===== src/rtl/spirb_pkg.sv =====
package spirb_pkg;
   localparam int WORD_W     = 32;
   localparam int BYTE_W     = 8;
   localparam int CMD_RD_BIT = 7;

   localparam logic [6:0] ADR_CTRL    = 7'h02;
   localparam logic [6:0] ADR_MODE    = 7'h04;
   localparam logic [6:0] ADR_STS_B0  = 7'h10;
   localparam logic [6:0] ADR_STS_B1  = 7'h12;
   localparam logic [6:0] ADR_STS_B2  = 7'h14;
   localparam logic [6:0] ADR_STS_B3  = 7'h16;
   localparam logic [6:0] ADR_THR_GO  = 7'h3A;
   localparam logic [6:0] ADR_THR_SO  = 7'h3C;
   localparam logic [6:0] ADR_STS_ALL = 7'h78;

   typedef enum logic [2:0] {
      K_NONE, K_CTRL, K_MODE, K_THR_GO, K_THR_SO, K_STS_BYTE, K_STS_ALL
   } reg_kind_e;

   function automatic reg_kind_e kind_of(input logic [6:0] adr);
      case (adr)
         ADR_CTRL:    kind_of = K_CTRL;
         ADR_MODE:    kind_of = K_MODE;
         ADR_THR_GO:  kind_of = K_THR_GO;
         ADR_THR_SO:  kind_of = K_THR_SO;
         ADR_STS_B0, ADR_STS_B1, ADR_STS_B2, ADR_STS_B3:
                      kind_of = K_STS_BYTE;
         ADR_STS_ALL: kind_of = K_STS_ALL;
         default:     kind_of = K_NONE;
      endcase
   endfunction
endpackage


===== src/rtl/spirb_sync.sv =====
module spirb_sync #(
   parameter int             W       = 1,
   parameter int             STAGES  = 2,
   parameter logic [W-1:0]   RST_VAL = '0
) (
   input  logic         clk,
   input  logic         rst_n,
   input  logic [W-1:0] d,
   output logic [W-1:0] q
);
   if (STAGES < 2) begin : g_bad_stages
      $error("spirb_sync needs at least two stages");
   end

   logic [STAGES-1:0][W-1:0] stg;

   always_ff @(posedge clk or negedge rst_n) begin
      if (!rst_n) begin
         for (int i = 0; i < STAGES; i++) stg[i] <= RST_VAL;
      end else begin
         stg[0] <= d;
         for (int i = 1; i < STAGES; i++) stg[i] <= stg[i-1];
      end
   end

   assign q = stg[STAGES-1];
endmodule


===== src/rtl/spirb_shifter.sv =====
module spirb_shifter
   import spirb_pkg::*;
#(
   parameter int TX_W    = WORD_W,
   parameter int IDX_W   = 3
) (
   input  logic              clk,
   input  logic              rst_n,
   input  logic              sclk_s,
   input  logic              cs_n_s,
   input  logic              mosi_s,
   input  logic              load_en,
   input  logic [TX_W-1:0]   load_word,
   output logic              byte_valid,
   output logic [BYTE_W-1:0] rx_byte,
   output logic [IDX_W-1:0]  byte_idx,
   output logic              miso
);
   localparam int CNT_W = $clog2(BYTE_W);

   if (TX_W % BYTE_W != 0) begin : g_bad_txw
      $error("TX_W must be a whole number of bytes");
   end

   logic              sclk_d;
   logic              sclk_rise, sclk_fall;
   logic [CNT_W-1:0]  bit_cnt;
   logic [IDX_W-1:0]  byte_cnt;
   logic [BYTE_W-1:0] rx_sh;
   logic [TX_W-1:0]   tx_sh;
   logic              hold;

   assign sclk_rise = sclk_s & ~sclk_d & ~cs_n_s;
   assign sclk_fall = ~sclk_s & sclk_d & ~cs_n_s;

   always_ff @(posedge clk or negedge rst_n) begin
      if (!rst_n) sclk_d <= 1'b0;
      else        sclk_d <= sclk_s;
   end

   always_ff @(posedge clk or negedge rst_n) begin
      if (!rst_n) begin
         bit_cnt    <= '0;
         byte_cnt   <= '0;
         rx_sh      <= '0;
         rx_byte    <= '0;
         byte_idx   <= '0;
         byte_valid <= 1'b0;
      end else if (cs_n_s) begin
         bit_cnt    <= '0;
         byte_cnt   <= '0;
         rx_sh      <= '0;
         byte_valid <= 1'b0;
      end else begin
         byte_valid <= 1'b0;
         if (sclk_rise) begin
            rx_sh   <= {rx_sh[BYTE_W-2:0], mosi_s};
            bit_cnt <= bit_cnt + 1'b1;
            if (bit_cnt == CNT_W'(BYTE_W-1)) begin
               byte_valid <= 1'b1;
               rx_byte    <= {rx_sh[BYTE_W-2:0], mosi_s};
               byte_idx   <= byte_cnt;
               if (byte_cnt != '1) byte_cnt <= byte_cnt + 1'b1;
            end
         end
      end
   end

   // the word loaded after the command must survive the falling edge that ends it
   always_ff @(posedge clk or negedge rst_n) begin
      if (!rst_n) begin
         tx_sh <= '0;
         hold  <= 1'b0;
      end else if (cs_n_s) begin
         tx_sh <= '0;
         hold  <= 1'b0;
      end else if (load_en) begin
         tx_sh <= load_word;
         hold  <= 1'b1;
      end else if (sclk_fall) begin
         if (hold) hold  <= 1'b0;
         else      tx_sh <= {tx_sh[TX_W-2:0], 1'b0};
      end
   end

   assign miso = tx_sh[TX_W-1];

   a_r9_abort_clears: assert property (@(posedge clk) disable iff (!rst_n)
      cs_n_s |=> (bit_cnt == '0 && byte_cnt == '0 && !byte_valid));

   a_r1_miso_on_fall: assert property (@(posedge clk) disable iff (!rst_n)
      !$stable(miso) |-> $past(sclk_fall || load_en || cs_n_s));
endmodule


===== src/rtl/spirb_regfile.sv =====
module spirb_regfile
   import spirb_pkg::*;
#(
   parameter int NUM_CH  = 32,
   parameter int BANK_SZ = 8,
   parameter int THR_W   = 16,
   parameter int IDX_W   = 3
) (
   input  logic                          clk,
   input  logic                          rst_n,
   input  logic                          byte_valid,
   input  logic [BYTE_W-1:0]             rx_byte,
   input  logic [IDX_W-1:0]              byte_idx,
   input  logic [NUM_CH-1:0]             chan_status,
   output logic                          load_en,
   output logic [WORD_W-1:0]             load_word,
   output logic                          test_mode,
   output logic [NUM_CH/BANK_SZ-1:0]     bank_mode,
   output logic [THR_W-1:0]              thr_go,
   output logic [THR_W-1:0]              thr_so
);
   localparam int NUM_BANKS = NUM_CH / BANK_SZ;

   if (NUM_CH % BANK_SZ != 0 || NUM_CH > WORD_W) begin : g_bad_ch
      $error("NUM_CH must be a multiple of BANK_SZ and fit the status word");
   end
   if (NUM_BANKS > BYTE_W) begin : g_bad_banks
      $error("sensing-mode banks must fit one byte");
   end
   if (THR_W != 2 * BYTE_W) begin : g_bad_thr
      $error("threshold words are carried as two bytes");
   end

   logic [BYTE_W-1:0]    cmd_q, hi_q;
   logic [1:0]           ctrl_q;
   logic [NUM_BANKS-1:0] mode_q;
   logic [THR_W-1:0]     thr_go_q, thr_so_q;
   logic [WORD_W-1:0]    sts_word;
   reg_kind_e            kind_q, kind_new;
   logic                 wr_byte, wr_lo, srst_q;

   assign kind_q   = kind_of(cmd_q[6:0]);
   assign kind_new = kind_of(rx_byte[6:0]);
   assign srst_q   = ctrl_q[1];
   assign wr_byte  = byte_valid && !cmd_q[CMD_RD_BIT] && byte_idx == IDX_W'(1);
   assign wr_lo    = byte_valid && !cmd_q[CMD_RD_BIT] && byte_idx == IDX_W'(2);
   assign load_en  = byte_valid && byte_idx == '0 && rx_byte[CMD_RD_BIT];

   always_comb begin
      sts_word = '0;
      sts_word[NUM_CH-1:0] = chan_status;
   end

   always_comb begin
      load_word = '0;
      case (kind_new)
         K_CTRL:     load_word[WORD_W-1 -: BYTE_W] = BYTE_W'(ctrl_q);
         K_MODE:     load_word[WORD_W-1 -: BYTE_W] = BYTE_W'(mode_q);
         K_THR_GO:   load_word[WORD_W-1 -: THR_W]  = thr_go_q;
         K_THR_SO:   load_word[WORD_W-1 -: THR_W]  = thr_so_q;
         K_STS_BYTE: load_word[WORD_W-1 -: BYTE_W] = sts_word[BYTE_W*rx_byte[2:1] +: BYTE_W];
         K_STS_ALL:  load_word = sts_word;
         default:    load_word = '0;
      endcase
   end

   always_ff @(posedge clk or negedge rst_n) begin
      if (!rst_n) begin
         cmd_q    <= '0;
         hi_q     <= '0;
         ctrl_q   <= '0;
         mode_q   <= '0;
         thr_go_q <= '0;
         thr_so_q <= '0;
      end else begin
         if (byte_valid && byte_idx == '0) cmd_q <= rx_byte;
         if (wr_byte) hi_q <= rx_byte;
         if (wr_byte && kind_q == K_CTRL)
            ctrl_q <= {rx_byte[1], rx_byte[0] & ~rx_byte[1]};
         if (srst_q) begin
            mode_q   <= '0;
            thr_go_q <= '0;
            thr_so_q <= '0;
         end else begin
            if (wr_byte && kind_q == K_MODE)  mode_q   <= rx_byte[NUM_BANKS-1:0];
            if (wr_lo && kind_q == K_THR_GO)  thr_go_q <= {hi_q, rx_byte};
            if (wr_lo && kind_q == K_THR_SO)  thr_so_q <= {hi_q, rx_byte};
         end
      end
   end

   assign test_mode = ctrl_q[0];
   assign bank_mode = mode_q;
   assign thr_go    = thr_go_q;
   assign thr_so    = thr_so_q;

   a_r7_srst_holds_zero: assert property (@(posedge clk) disable iff (!rst_n)
      srst_q |=> (mode_q == '0 && thr_go_q == '0 && thr_so_q == '0));

   a_r4_thr_needs_low_byte: assert property (@(posedge clk) disable iff (!rst_n)
      (!(wr_lo && kind_q == K_THR_GO) && !srst_q) |=> $stable(thr_go_q));

   a_r6_status_write_dropped: assert property (@(posedge clk) disable iff (!rst_n)
      (wr_byte && (kind_q == K_STS_BYTE || kind_q == K_STS_ALL || kind_q == K_NONE))
      |=> ($stable(ctrl_q) && $stable(mode_q)));

   a_r7_test_cleared_in_reset: assert property (@(posedge clk) disable iff (!rst_n)
      srst_q |-> !test_mode);
endmodule


===== src/rtl/dsi_spi_regs.sv =====
module dsi_spi_regs
   import spirb_pkg::*;
#(
   parameter int NUM_CH      = 32,
   parameter int BANK_SZ     = 8,
   parameter int THR_W       = 16,
   parameter int SYNC_STAGES = 2,
   parameter int IDX_W       = 3
) (
   input  logic                      clk,
   input  logic                      rst_n,
   input  logic                      sclk,
   input  logic                      cs_n,
   input  logic                      mosi,
   output logic                      miso,
   input  logic [NUM_CH-1:0]         chan_status,
   output logic                      test_mode,
   output logic [NUM_CH/BANK_SZ-1:0] bank_mode,
   output logic [THR_W-1:0]          thr_gnd_open,
   output logic [THR_W-1:0]          thr_sup_open
);
   logic [2:0]        pins_s;
   logic              load_en, byte_valid;
   logic [WORD_W-1:0] load_word;
   logic [BYTE_W-1:0] rx_byte;
   logic [IDX_W-1:0]  byte_idx;

   spirb_sync #(.W(3), .STAGES(SYNC_STAGES), .RST_VAL(3'b010)) u_sync (
      .clk(clk), .rst_n(rst_n), .d({sclk, cs_n, mosi}), .q(pins_s));

   spirb_shifter #(.TX_W(WORD_W), .IDX_W(IDX_W)) u_shift (
      .clk(clk), .rst_n(rst_n),
      .sclk_s(pins_s[2]), .cs_n_s(pins_s[1]), .mosi_s(pins_s[0]),
      .load_en(load_en), .load_word(load_word),
      .byte_valid(byte_valid), .rx_byte(rx_byte), .byte_idx(byte_idx),
      .miso(miso));

   spirb_regfile #(.NUM_CH(NUM_CH), .BANK_SZ(BANK_SZ), .THR_W(THR_W), .IDX_W(IDX_W)) u_regs (
      .clk(clk), .rst_n(rst_n),
      .byte_valid(byte_valid), .rx_byte(rx_byte), .byte_idx(byte_idx),
      .chan_status(chan_status),
      .load_en(load_en), .load_word(load_word),
      .test_mode(test_mode), .bank_mode(bank_mode),
      .thr_go(thr_gnd_open), .thr_so(thr_sup_open));
endmodule


===== config.mk =====
export PLATFORM = sky130hd
export DESIGN_NAME = dsi_spi_regs
export DESIGN_NICKNAME = d
export VERILOG_FILES = /design/src/rtl/spirb_pkg.sv /design/src/rtl/spirb_sync.sv /design/src/rtl/spirb_shifter.sv /design/src/rtl/spirb_regfile.sv /design/src/rtl/dsi_spi_regs.sv
export SDC_FILE = /design/constraint.sdc
export NUM_CORES = 1
export LEC_CHECK = 0
export BUFFER_PORTS_ARGS = -buffer_cell sky130_fd_sc_hd__buf_4
export CAP_MARGIN = 20
export CORE_AREA = 2 2 113 115
export DETAILED_ROUTE_END_ITERATION = 16
export DIE_AREA = 0 0 115 117
export PLACE_DENSITY = 0.67
export SYNTH_ARGS = -nofsm -noshare
export SYNTH_HDL_FRONTEND = slang
export SYNTH_SLANG_ARGS = --single-unit
export TNS_END_PERCENT = 50

===== constraint.sdc =====
create_clock -name clk -period 2.45 [get_ports clk]
set_clock_uncertainty 0.05 [all_clocks]
set_input_delay 0.245 -clock clk [delete_from_list [all_inputs] [get_ports clk]]
set_output_delay 0.245 -clock clk [all_outputs]
set_load 0.05 [all_outputs]

==> impl_metrics.toml, run 1 <==
[status]
outcome = "completed"

[sta]
fin_setup_tns_ns = 0
worstMarginPinSlew_ns = 0.847
setup_viol = 0
fin_crit_sh_pct = 87.9
finalWorstSetupSlack_ns = 0.297
slew_violations = 0
hold_violations = 0
rsz0062_at_grt = "false"
fmax_mhz = 464
finalCriticalPeriod_ns = 2.15
relSlewSlack_pct = 43.5

[floorplan]
dieHeight_microns = 117
die_area_sq_um = 13500
core-area_sq_um = 12300
rows = 41
boundaryPins = 75
die_w_microns = 115
initial_core_util_pct = 47.0

[global_route]
antenna_found_initial = 0
grt_usage_pct = 24.2
globalRouteOverflowTotal = 0
grt_max_degree = 45
grt_pass1_wl_microns = 24500
grt_pass1_vias = 4623

[yosys]
synth-seq-cells = 119
synthArstFlopShare_pct = 100
syn_inst = 529
synth.most_common_cell = "dfrtp_1"
synth_edf_count = 0
synth-main-ff-cell = "dfrtp_1"
synth_top_area_share_pct = 50.6
syn-cell-area_sq_um = 5790
synth.distinct_cells = 53
yosysTopAreaCell = "dfrtp_1"
yosys-top-cells-count = "117 x dfrtp_1, 65 x nand2_1, 55 x nor2_1"
seq_area_frac_synth_pct = 51.5
synth-warning-count = 0
synth_area_per_cell_sq_um = 10.9
synthTopCellsByArea = "dfrtp_1 51%, mux2i_1 8.3%, nand2_1 4.2%"
syn-num-nets = 570

[cts]
clk_latency_ns = 0.42
clockRootBuffer = "clkbuf_16"
cts_tree = "yes"
cts_inserted_buffers = 17
clockBufferDepth = 2
htree_levels = 4
cts.sinks = 119
cts_resized = 0
path_clk_slew_ns = 0.06

[pwr]
p_leak_uw = 0.00366
power.density_nw_per_um2 = 700
max-vdd-ir-drop_uv = 418

[routing]
drtIter0Drc = 294
ant_nets = 0
vias_per_cell = 5.80
drt_first_pass_iters = 5
wire_per_inst_microns = 19.6
wl_microns = 15100
via_count = 4473
drc_errors = 0

[placed_design]
dp_hpwl_microns = 10600
gp_congestion = 0.826
pre_cts_ws_ns = 0.337
portBuffers = 74

[worst_setup_path]
r2r_slack_ns = 0.30
cp-end-kind = "flop"
r2r_cells = 4
r2r_end = "u_shift.tx_sh[16]"
cp-startpoint = "u_shift.rx_byte[2]"
r2r-start = "u_shift.rx_byte[2]"
path_max_fanout = 20
crit_arrival_ns = 2.43
crit_path_end = "u_shift.tx_sh[16]"
startpoint_type = "flop"
critPathKind = "reg -> reg"
required_ns = 2.73

[final_layout]
drive_gt1_share_pct = 25.6
diodes = 0
nets = 649
fin_util_pct = 58.6
area_delta_synth_final_pct = 24.6

[run]
drv_cap = 0

[min_path]
hold_class = "in -> reg"
cell usage in the layout, fill, tap and decap left out, drive strengths merged, types with 2 or more instances in the layout:
master and instances:
nand2b 2, o21ai 30, mux4 8, a211oi 15, nor2b 8, and3 8
dfrtp 117, dlygate4sd3 4, and4 6, nand3 8, a22oi 9, inv 6
nor4b 5, a21oi 16, buf 96, xnor2 2, clkbuf 17, clkinvlp 5
a221oi 6, nand4 3, nor2 55, nor3b 3, mux2i 48, bufinv 6
dfstp 2, nand2 65, o211ai 3, nor3 2, ha 4, a22o 16
mux2 17, o22ai 16
worst max-delay path, stage by stage (launching register included):
cell and delay (ns):
dfrtp_1 0.89, xor2_1 0.26, o2111ai_1 0.14, or3_1 0.48
o22ai_1 0.23
kinds of logic after synthesis:
group                    after synthesis  synth area share (%)
XOR/XNOR                               3                 0.454
adder cells (fa/ha/maj)                4                 0.865
flip-flops                           119                  51.5
AND/OR/NAND/NOR                      172                  14.6
multiplexers                          73                  14.7
buffers and inverters                 43                  3.83
AO/OA/AOI/OAI                        115                  14.0
sequential cells by signal (all words and copies together), names as in the netlist:
signal and flops:
u_regs.cmd_q 8, u_regs.thr_so 16, u_shift.tx_sh 32, u_shift.byte_valid 1, u_sync.stg 3, u_regs.bank_mode 4
u_shift.hold 1, u_regs.ctrl_q 2, u_regs.thr_go 16, u_sync.q 3, u_shift.sclk_d 1, u_shift.bit_cnt 3
u_shift.byte_cnt 3, u_shift.rx_sh 7, u_regs.hi_q 8, u_shift.rx_byte 8, u_shift.byte_idx 3
stage by stage:
step / instances / hold slack (ns) / power, uW / instance area (sq um)
detailed placement: 735 / 0.233 / 2240 / 6500
CTS: 771 / 0.0106 / 5100 / 7210
global placement: 735 / 0.223 / 2240 / 6500
global route: 771 / 0.0228 / 5200 / 7210
finish: 771 / 0.0273 / 5050 / 7210
floorplan: 529 / -0.101 / 2120 / 5790
report_power, final:
part	leakage (uW)	internal (uW)	switching (uW)	total, uW
combinational	0.00171	86.6	114	201
sequential	0.00163	1990	18.5	2010
clock	0.000313	1910	927	2840
worst min-delay path by stage:
stage	startpoint	slack [ns]	cells after the start	to
after floorplan	rst_n	-0.10	0	u_regs.bank_mode[0]
after global placement	rst_n	0.22	1	u_regs.thr_go[13]
after detailed placement	rst_n	0.23	1	u_regs.thr_go[14]
after CTS	chan_status[0]	0.01	3	u_shift.tx_sh[0]
after global routing	chan_status[0]	0.02	3	u_shift.tx_sh[0]
final	chan_status[0]	0.03	3	u_shift.tx_sh[0]
routing by layer:
| layer | share of wire, % | track usage, % |
|---|---|---|
| met1 | 43 | 31.1 |
| met2 | 49 | 38.7 |
| met5 | 0 | 0 |
| met3 | 5.4 | 6.18 |
| met4 | 2.9 | 11.0 |
final cells by class:
class                   count  area [sq um]
repair buffers            100           773
inverters                   3          11.3
flip-flops and latches    119          2980
fillers                  1033          5100
clock buffers              17           425
multi-input cells         367          2580
clock inverters            15           249
well taps                 150           188
timing repair:
| action | CTS | global route |
|---|---|---|
| hold buffers | 4 | 0 |
| hold endpoints to repair | 44 | 0 |
| setup buffers | 0 | 0 |
| setup endpoints to repair | 0 | 0 |
(Power assumes the default switching activity.)
==> run 2: changes to the inputs <==
--- a/config.mk
+++ b/config.mk
@@ -10,7 +10,7 @@
 export CORE_AREA = 2 2 113 115
 export DETAILED_ROUTE_END_ITERATION = 16
 export DIE_AREA = 0 0 115 117
-export PLACE_DENSITY = 0.67
+export PLACE_DENSITY = 0.72
 export SYNTH_ARGS = -nofsm -noshare
 export SYNTH_HDL_FRONTEND = slang
 export SYNTH_SLANG_ARGS = --single-unit
==> run 2 against run 1 <==
- via count increased by 2.2%
- non-clock buffer count is 1 higher
- first-iteration DRC count up 18%
- register-to-register slack worse by 0.05 ns
- global-route usage is 0.17 points lower
- final area fell by 0.71%
- total power decreased by 5.2%
- combinational power hardly changed
- highest routed layer unchanged
==> impl_metrics.toml, run 2 (synthesized netlist as in run 1, its figures left out) <==
[floorplan]
rows = 41
core-area_sq_um = 12300
dieHeight_microns = 117
die_w_microns = 115
boundaryPins = 75
initial_core_util_pct = 47.0
die_area_sq_um = 13500

[sta]
worstMarginPinSlew_ns = 0.697
slew_violations = 0
fin_crit_sh_pct = 89.8
fin_setup_tns_ns = 0
hold_ws_ns = 0.0344
fmax_mhz = 454
relSlewSlack_pct = 53.4
setup_viol = 0
rsz0062_at_grt = "false"
hold_violations = 0
finalCriticalPeriod_ns = 2.20

[cts]
cts_tree = "yes"
cts.sinks = 119
cts_inserted_buffers = 17
clockRootBuffer = "clkbuf_16"
cts_resized = 0
clk_latency_ns = 0.42
clockBufferDepth = 2
post_cts_buffers = 0
htree_levels = 4
path_clk_slew_ns = 0.06

[min_path]
hold_class = "in -> reg"
hold_depth = 3
min_from = "chan_status[0]"
worstHoldEndpoint = "u_shift.tx_sh[0]"

[final_layout]
largest-register = "u_shift.tx_sh"
instances_no_fill = 772
nets = 650
largest_reg_flops = 32
diodes = 0
layout_commonest_cell = "dfrtp_1"
mostFrequentLayoutCells = "117 x dfrtp_1, 96 x buf_4, 65 x nand2_1, 55 x nor2_1, 48 x mux2i_1"
area_delta_synth_final_pct = 23.7
fin_util_pct = 58.2
drive_gt1_share_pct = 25.6
num-fill-cells = 1033

[routing]
drtIter0Drc = 346
drt_first_pass_iters = 6
wl_microns = 15300
wire_per_inst_microns = 19.9
drc_errors = 0
vias_per_cell = 5.92
via_count = 4572
ant_nets = 0

[worst_setup_path]
critPathKind = "reg -> reg"
cp-end-kind = "flop"
r2r_slack_ns = 0.25
r2r_cells = 6
crit_arrival_ns = 2.46
r2r-start = "u_shift.rx_byte[1]"
r2r_end = "u_shift.tx_sh[6]"
required_ns = 2.71
startpoint_type = "flop"
path_max_fanout = 16

[status]
outcome = "completed"

[global_route]
grt_pass1_vias = 4626
grt_usage_pct = 24.0
grt_max_degree = 60
met1_usage_pct = 33.2
grt_pass1_wl_microns = 24400
globalRouteOverflowTotal = 0
use_met3_pct = 5.72
busiest_layer = "met2"
grtUsageMet2_pct = 37.3
antenna_found_initial = 0

[placed_design]
dp_cells = 736
portBuffers = 74
dp_hpwl_microns = 10900
gp_congestion = 0.854

[run]
drv_cap = 0

[pwr]
p_leak_uw = 0.00365
power.density_nw_per_um2 = 669
power.total_uw = 4790
max-vdd-ir-drop_uv = 587
## run 2: changes by cell type in the layout (fill, tap and decap cells not counted), sizes merged
cell / delta
clkinvlp: -4
bufinv: -3
inv: -1
clkinv: +6
buf: +1
clkbuf: +2
## run 2: routing by layer
| metal | routed length, microns | share of wire (%) |
|---|---|---|
| met3 | 789 | 5.1 |
| met5 | 0 | 0 |
| met4 | 278 | 1.8 |
| met2 | 7200 | 47 |
| met1 | 7070 | 46 |
## run 2: where the power goes
part / internal [uW] / switching [uW]
Sequential: 1990 / 19.7
Clock: 1640 / 939
Combinational: 84.6 / 114
## run 2: worst max-delay path: stages (launching register included)
cell      delay [ns]
dfrtp_1         0.56
buf_4           0.27
nor4b_1         0.37
and4_1          0.28
buf_4           0.22
nand2_1         0.08
a211oi_1        0.25
## run 2: worst max-delay path by stage
stage | startpoint | end | depth (start not counted)
6_report | u_shift.rx_byte[1] | u_shift.tx_sh[6] | 6
5_1_grt | u_shift.rx_byte[1] | u_shift.tx_sh[6] | 6
4_1_cts | u_shift.rx_byte[1] | u_shift.tx_sh[6] | 6
3_5_place_dp | u_shift.rx_byte[1] | u_shift.tx_sh[6] | 6
3_3_place_gp | u_shift.rx_byte[1] | u_shift.tx_sh[31] | 4
2_1_floorplan | u_shift.rx_byte[1] | u_shift.tx_sh[26] | 5
## run 2: cell type report
type                       instances  area (sq um)  share of cell area, %
multi-input combinational        367          2580                   36.1
clock inverter                    13           173                   2.41
timing repair buffer             101           781                   10.9
tap                              150           188                   2.62
clock buffer                      19           443                   6.19
inverter                           3          11.3                  0.157
sequential                       119          2980                   41.6
## run 2: timing repair
item,4_1_cts,5_1_grt
endpoints found under the hold margin,30,0
hold buffers,4,0
endpoints found under the setup margin,0,0
## run 2: stage by stage
step	setup WS, ns	area (sq um)
3_5_place_dp	0.277	6500
2_1_floorplan	0.619	5790
3_3_place_gp	0.357	6500
6_report	0.249	7160
5_1_grt	0.0614	7160
4_1_cts	0.253	7160
